**config.mk**
```make
export PLATFORM = sky130hd
export DESIGN_NAME = pwmx_dual
export DESIGN_NICKNAME = d
export VERILOG_FILES = /design/src/rtl/pwmx_pkg.sv /design/src/rtl/pwmx_regs.sv /design/src/rtl/pwmx_chan.sv /design/src/rtl/pwmx_dual.sv
export SDC_FILE = /design/constraint.sdc
export NUM_CORES = 1
export LEC_CHECK = 0
export BUFFER_PORTS_ARGS = -buffer_cell sky130_fd_sc_hd__buf_2
export CORE_MARGIN = 2
export CORE_UTILIZATION = 25
export DETAILED_ROUTE_END_ITERATION = 10
export GPL_ROUTABILITY_DRIVEN = 0
export GPL_TIMING_DRIVEN = 0
export PLACE_DENSITY_LB_ADDON = 0.08
export SKIP_LAST_GASP = 1
export SYNTH_ARGS = -nofsm -noshare
export SYNTH_HDL_FRONTEND = slang
export SYNTH_HIERARCHICAL = 1
export SYNTH_SLANG_ARGS = --single-unit
```
**constraint.sdc**
```tcl
create_clock -name clk -period 2.2 [get_ports clk]
set_input_delay 0.22 -clock clk [delete_from_list [all_inputs] [get_ports clk]]
set_output_delay 0.22 -clock clk [all_outputs]
set_load 0.1 [all_outputs]
```
**src/rtl/pwmx_pkg.sv**
```systemverilog
package pwmx_pkg;

    localparam int PRE_W = 6;
    localparam int CNT_W = 10;

    typedef struct packed {
        logic [PRE_W-1:0] pre;
        logic             halt_now;
        logic [CNT_W-1:0] dc;
        logic             full;
        logic [CNT_W-1:0] pv;
    } chan_cfg_t;

    typedef struct packed {
        logic             run;
        logic [PRE_W-1:0] pcnt;
        logic [CNT_W-1:0] cnt;
        logic [PRE_W-1:0] a_pre;
        logic [CNT_W-1:0] a_dc;
        logic             a_full;
        logic [CNT_W-1:0] a_pv;
    } chan_st_t;

endpackage

```
**src/rtl/pwmx_regs.sv**
```systemverilog
module pwmx_regs
    import pwmx_pkg::*;
#(
    parameter int NUM_CH = 2,
    parameter int ADDR_W = 5,
    parameter int DATA_W = 32
) (
    input  logic                     clk,
    input  logic                     rst_n,
    input  logic [ADDR_W-1:0]        bus_addr,
    input  logic [DATA_W-1:0]        bus_wdata,
    input  logic                     bus_we,
    output logic [DATA_W-1:0]        bus_rdata,
    output chan_cfg_t [NUM_CH-1:0]   cfg_o
);

    localparam int BANK_W = ADDR_W - 4;
    localparam logic [3:0] OFF_CTRL = 4'h0;
    localparam logic [3:0] OFF_DUTY = 4'h4;
    localparam logic [3:0] OFF_PER  = 4'h8;

    chan_cfg_t [NUM_CH-1:0] cfg_d, cfg_q;
    logic [BANK_W-1:0]      bank;
    logic [3:0]             off;
    wire                    unused_wd = ^bus_wdata[DATA_W-1:CNT_W+1];

    assign bank = bus_addr[ADDR_W-1:4];
    assign off  = bus_addr[3:0];

    always_comb begin
        cfg_d = cfg_q;
        if (bus_we) begin
            for (int c = 0; c < NUM_CH; c++) begin
                if (bank == BANK_W'(c)) begin
                    case (off)
                        OFF_CTRL: begin
                            cfg_d[c].pre      = bus_wdata[PRE_W-1:0];
                            cfg_d[c].halt_now = bus_wdata[PRE_W];
                        end
                        OFF_DUTY: begin
                            cfg_d[c].dc   = bus_wdata[CNT_W-1:0];
                            cfg_d[c].full = bus_wdata[CNT_W];
                        end
                        OFF_PER: cfg_d[c].pv = bus_wdata[CNT_W-1:0];
                        default: ;
                    endcase
                end
            end
        end
    end

    always_comb begin
        bus_rdata = '0;
        for (int c = 0; c < NUM_CH; c++) begin
            if (bank == BANK_W'(c)) begin
                case (off)
                    OFF_CTRL: bus_rdata[PRE_W:0]  = {cfg_q[c].halt_now, cfg_q[c].pre};
                    OFF_DUTY: bus_rdata[CNT_W:0]  = {cfg_q[c].full, cfg_q[c].dc};
                    OFF_PER:  bus_rdata[CNT_W-1:0] = cfg_q[c].pv;
                    default: ;
                endcase
            end
        end
    end

    always_ff @(posedge clk or negedge rst_n) begin
        if (!rst_n) cfg_q <= '0;
        else        cfg_q <= cfg_d;
    end

    assign cfg_o = cfg_q;

    AST_CTRL_WRITE: assert property (@(posedge clk) disable iff (!rst_n)
        (bus_we && bank == '0 && off == OFF_CTRL) |=> (cfg_q[0].pre == $past(bus_wdata[PRE_W-1:0])));
    AST_UNMAPPED_ZERO: assert property (@(posedge clk) disable iff (!rst_n)
        (off != OFF_CTRL && off != OFF_DUTY && off != OFF_PER) |-> (bus_rdata == '0));

endmodule

```
**src/rtl/pwmx_chan.sv**
```systemverilog
module pwmx_chan
    import pwmx_pkg::*;
(
    input  logic      clk,
    input  logic      rst_n,
    input  chan_cfg_t cfg,
    input  logic      run_en,
    output logic      pwm_o
);

    chan_st_t st_d, st_q;
    logic     go, tick, wrap, eop;

    always_comb begin
        go   = run_en | (st_q.run & ~cfg.halt_now);
        tick = (st_q.pcnt == st_q.a_pre);
        wrap = (st_q.cnt == st_q.a_pv);
        eop  = go & tick & wrap;
        st_d = st_q;
        if (go) begin
            st_d.pcnt = tick ? '0 : st_q.pcnt + PRE_W'(1);
            if (tick) st_d.cnt = wrap ? '0 : st_q.cnt + CNT_W'(1);
            st_d.run = run_en | ~eop;
        end
        if (eop || (!go && !st_q.run)) begin
            st_d.a_pre  = cfg.pre;
            st_d.a_dc   = cfg.dc;
            st_d.a_full = cfg.full;
            st_d.a_pv   = cfg.pv;
        end
        pwm_o = go & (st_q.a_full | (st_q.cnt < st_q.a_dc));
    end

    always_ff @(posedge clk or negedge rst_n) begin
        if (!rst_n) st_q <= '0;
        else        st_q <= st_d;
    end

    AST_ACT_HOLD: assert property (@(posedge clk) disable iff (!rst_n)
        (st_q.run && !eop) |=> ($stable(st_q.a_pv) && $stable(st_q.a_dc) && $stable(st_q.a_pre) && $stable(st_q.a_full)));
    AST_FROZEN: assert property (@(posedge clk) disable iff (!rst_n)
        (!run_en && cfg.halt_now) |=> ($stable(st_q.cnt) && $stable(st_q.pcnt)));
    AST_STOP_LOW: assert property (@(posedge clk) disable iff (!rst_n)
        (!run_en && cfg.halt_now) |-> !pwm_o);
    AST_PARK: assert property (@(posedge clk) disable iff (!rst_n)
        (eop && !run_en) |=> (!st_q.run && st_q.cnt == '0 && st_q.pcnt == '0));
    AST_CNT_BOUND: assert property (@(posedge clk) disable iff (!rst_n)
        st_q.run |-> (st_q.cnt <= st_q.a_pv && st_q.pcnt <= st_q.a_pre));
    AST_IDLE_LOW: assert property (@(posedge clk) disable iff (!rst_n)
        (!st_q.run && !run_en) |-> !pwm_o);

endmodule

```
**src/rtl/pwmx_dual.sv**
```systemverilog
module pwmx_dual
    import pwmx_pkg::*;
#(
    parameter int NUM_CH = 2,
    parameter int ADDR_W = 5,
    parameter int DATA_W = 32
) (
    input  logic              clk,
    input  logic              rst_n,
    input  logic [ADDR_W-1:0] bus_addr,
    input  logic [DATA_W-1:0] bus_wdata,
    input  logic              bus_we,
    output logic [DATA_W-1:0] bus_rdata,
    input  logic [NUM_CH-1:0] ch_en,
    output logic [NUM_CH-1:0] pwm_out
);

    chan_cfg_t [NUM_CH-1:0] cfg;

    pwmx_regs #(.NUM_CH(NUM_CH), .ADDR_W(ADDR_W), .DATA_W(DATA_W)) u_regs (
        .clk       (clk),
        .rst_n     (rst_n),
        .bus_addr  (bus_addr),
        .bus_wdata (bus_wdata),
        .bus_we    (bus_we),
        .bus_rdata (bus_rdata),
        .cfg_o     (cfg)
    );

    for (genvar g = 0; g < NUM_CH; g++) begin : g_ch
        pwmx_chan u_chan (
            .clk    (clk),
            .rst_n  (rst_n),
            .cfg    (cfg[g]),
            .run_en (ch_en[g]),
            .pwm_o  (pwm_out[g])
        );
    end

endmodule

```
==> summary.txt <==
Status - finished with violations
Failing checks - negative setup slack
DRC - 0
Clock-pin slew on the worst setup and hold paths - 0.06 ns
Final Routed Wirelength - 18.9 mm
Synth area leader - dfrtp_1
VDD IR max - 0.458 mV
Die width - 178 um
CTS root buffer - clkbuf_16
Type of the most critical hold path - input port to register
H-tree depth - 4
Iteration-0 DRC count of the detailed router - 233
Area fraction of the dominant cell type after synthesis - 47.6%
Area Growth Syn to Fin - 25.2%
Total gr overflow - 0
Post-DR wirelength/cell - 17.0 um
Synthesized area - 7580 sq um
Max incr delay on CP - 0.43 ns
Most common cell on crit path - a21o_1
Post-DR vias/cell - 4.46
Post-DP HPWL - 13.8 mm
Post-synth ARST share - 100%
Port Buffer Count - 31
Total track usage - 12.5%
Share of layout cells above drive strength 1 - 41.9%
Post-Place Worst Slack - -0.341 ns
Final setup vio count - 2
Die Ht - 178 um
FF/Latch Area - 3620 sq um
Vias in the first global route - 5117
Crit path max-delay family - compound AO/OA/AOI/OAI gates
DP Area - 8430 sq um
Final instance area - 9480 sq um
RR Startpoint - u_regs/cfg_o[21]
Slew HR - 48.0%
R2R Setup Slk - 0.10 ns
Final period utilization - 101%
Worst Hold Path EP - g_ch[1].u_chan/st_q[43]
Final WS setup - -0.0250 ns
Antenna Nets Post-Route - 0
Post-synth top flop - dfrtp_1
Largest net degree at the start of global routing - 93
Max Root-Sink Buffers - 2
Crit path cell chain - ha_4, a21o_1, a21o_1, a21oi_2, o21ai_2, a31oi_4, buf_12
Worst EP arrival - 2.00 ns
# diodes - 0
Critical Path Source Type - register
Core Footprint - 29700 sq um
Yosys reg bits - 144
Critical Path RT - 1.98 ns
CTS Buf Count - 17
Worst reg2reg path depth - 6
Sequential fraction of the synthesis area - 47.6%
Multi-input logic area - 3890 sq um
Total power - 10.9 mW
Fin. Hold Viols - 0
Initial Util - 25.5%
Pwr Density - 1150 nW/um^2
Mean Syn Cell Area - 12.4 sq um
Ys Warns - 6
Worst-path maximum fanout - 2
First-pass GRT wire length - 29.8 mm
Cell Rows - 63
Critical path's slowest cell - dfrtp_2
Clock Sinks - 144
Initial antenna violation count - 0
Slew Limit Fails - 0
Worst hold stages - 2
Worst-Skew Late Latency - 0.42 ns
FF-to-FF End - g_ch[0].u_chan/st_q[0]
Leak Pwr - 4.37 nW
Die area - 31700 sq um
Crit path buf inv count - 1
Fin nets - 773
RSZ-0062 raised after global routing - true
Worst-Margin Slew - 0.774 ns
Fmax - 449 MHz
MaxCap Viol Count - 0
Number of library cell types mapped by synthesis - 48
Ports - 76
Cells after synthesis - 609
Layout Skew - 0.0100 ns
Post-synth EDFFs - 0
Synth area leaders - dfrtp_1, mux2_2, mux2_4
Hold_sp - ch_en[1]
Kind of critical path - register to primary output
Crit. End Element - primary output
Fill cell total of the finished layout - 3005
Final core occ - 31.9%
DRT Pass-1 Iters - 4
Detailed-route via count - 4955
CTS tree - built
Tmin final - 2.22 ns
## synth_stat cells, types with 17 or more instances
master / number
and3_1: 17
buf_4: 24
dfrtp_1: 144
ha_1: 22
inv_1: 22
mux2_2: 75
mux2_4: 40
nand2_1: 22
o21ai_0: 25
xnor2_1: 28
## registers in the layout (all words and copies together) (netlist names)
signal / flops
g_ch.u_chan/st_q: 88
u_regs/cfg_o: 56
## report_power, final
group          internal [mW]  total [mW]  leakage (nW)  switching (mW)
clock network           1.91        3.12         0.297            1.21
registers               3.26        3.94          1.87           0.675
logic                   1.82        3.84          2.20            2.02
## cells in the final DEF, fill, tap and decap left out, types with 3 or more instances in the layout
master,n
a22o_1,8
clkbuf_16,17
ha_4,6
inv_6,5
ha_1,16
nand2_1,22
conb_1,21
nor3_2,3
mux2i_1,12
clkinvlp_4,3
mux2_2,75
buf_4,53
a21oi_2,11
bufinv_16,4
o2bb2ai_1,16
a221oi_1,3
nand2b_1,16
mux2_4,40
dfrtp_2,12
nor2_1,15
buf_6,6
nor3_4,4
xnor2_1,28
buf_2,29
clkbuf_2,3
a22oi_1,3
inv_2,5
dfrtp_1,132
and3_1,17
buf_12,3
clkbuf_1,3
inv_1,17
a21o_1,14
xor2_1,12
o21ai_0,22
nand3_1,6
nand4_1,12
nor2b_1,3
nor3_1,5
## what timing repair did
item,in CTS,in global routing
resized for setup,23,33
hold buffers,1,0
setup endpoints to repair,59,43
pin swaps,8,14
hold endpoints to repair,52,0
setup buffers,8,21
## worst max-delay path by stage
stage | startpoint | end | slack, ns | depth (start not counted)
final | g_ch[1].u_chan/st_q[34] | pwm_out[1] | -0.02 | 7
after global routing | g_ch[0].u_chan/st_q[33] | pwm_out[0] | -0.13 | 7
after CTS | g_ch[1].u_chan/st_q[34] | pwm_out[1] | -0.17 | 7
after detailed placement | u_regs/cfg_o[21] | g_ch[0].u_chan/st_q[23] | -0.34 | 6
after global placement | rst_n | g_ch[1].u_chan/st_q[35] | -1.38 | 1
after floorplan | bus_addr[3] | bus_rdata[4] | -0.01 | 5
## routing by layer
metal	GRT usage, %	share of wire, %
met3	1.98	2.8
met4	4.00	1.2
met2	18.3	43
met1	18.6	53
met5	0	0
## worst register-to-register path: stages, from the launching register on
cell and delay [ns]:
dfrtp_1 0.41, inv_1 0.10, a21oi_2 0.42, nor3_4 0.17
a21oi_4 0.34, buf_4 0.21, mux2_2 0.33
## area by class of cell
class | count | area share [%]
tap | 390 | 5.15
multi-input combinational | 422 | 41.1
sequential | 144 | 38.2
buffer | 40 | 3.25
clock buffer | 17 | 4.49
inverter | 22 | 0.871
timing repair buffer | 62 | 4.89
clock inverter | 14 | 2.15
## through the flow
step	cells	TNS, ns	hold WS (ns)
6_report	1111	-0.0367	0.0281
5_1_grt	1111	-0.254	0.0282
4_1_cts	1090	-0.228	0.0113
3_5_place_dp	1051	-9.33	0.228
3_3_place_gp	1050	-203.99	0.449
2_1_floorplan	629	-0.0118	-0.0756
## logic make-up (layout without fill, tap and decap cells)
family | after synthesis | count (layout) | share of synthesized area (%)
simple gates | 118 | 118 | 9.53
flops | 144 | 144 | 47.6
fa+ha+maj | 22 | 22 | 3.63
other cells | 1 | 21 | 0.0495
mux | 127 | 127 | 20.7
xor+xnor | 40 | 40 | 4.62
compound gates | 94 | 94 | 8.87
buf+inv | 63 | 155 | 5.07
(Power assumes the default switching activity.)
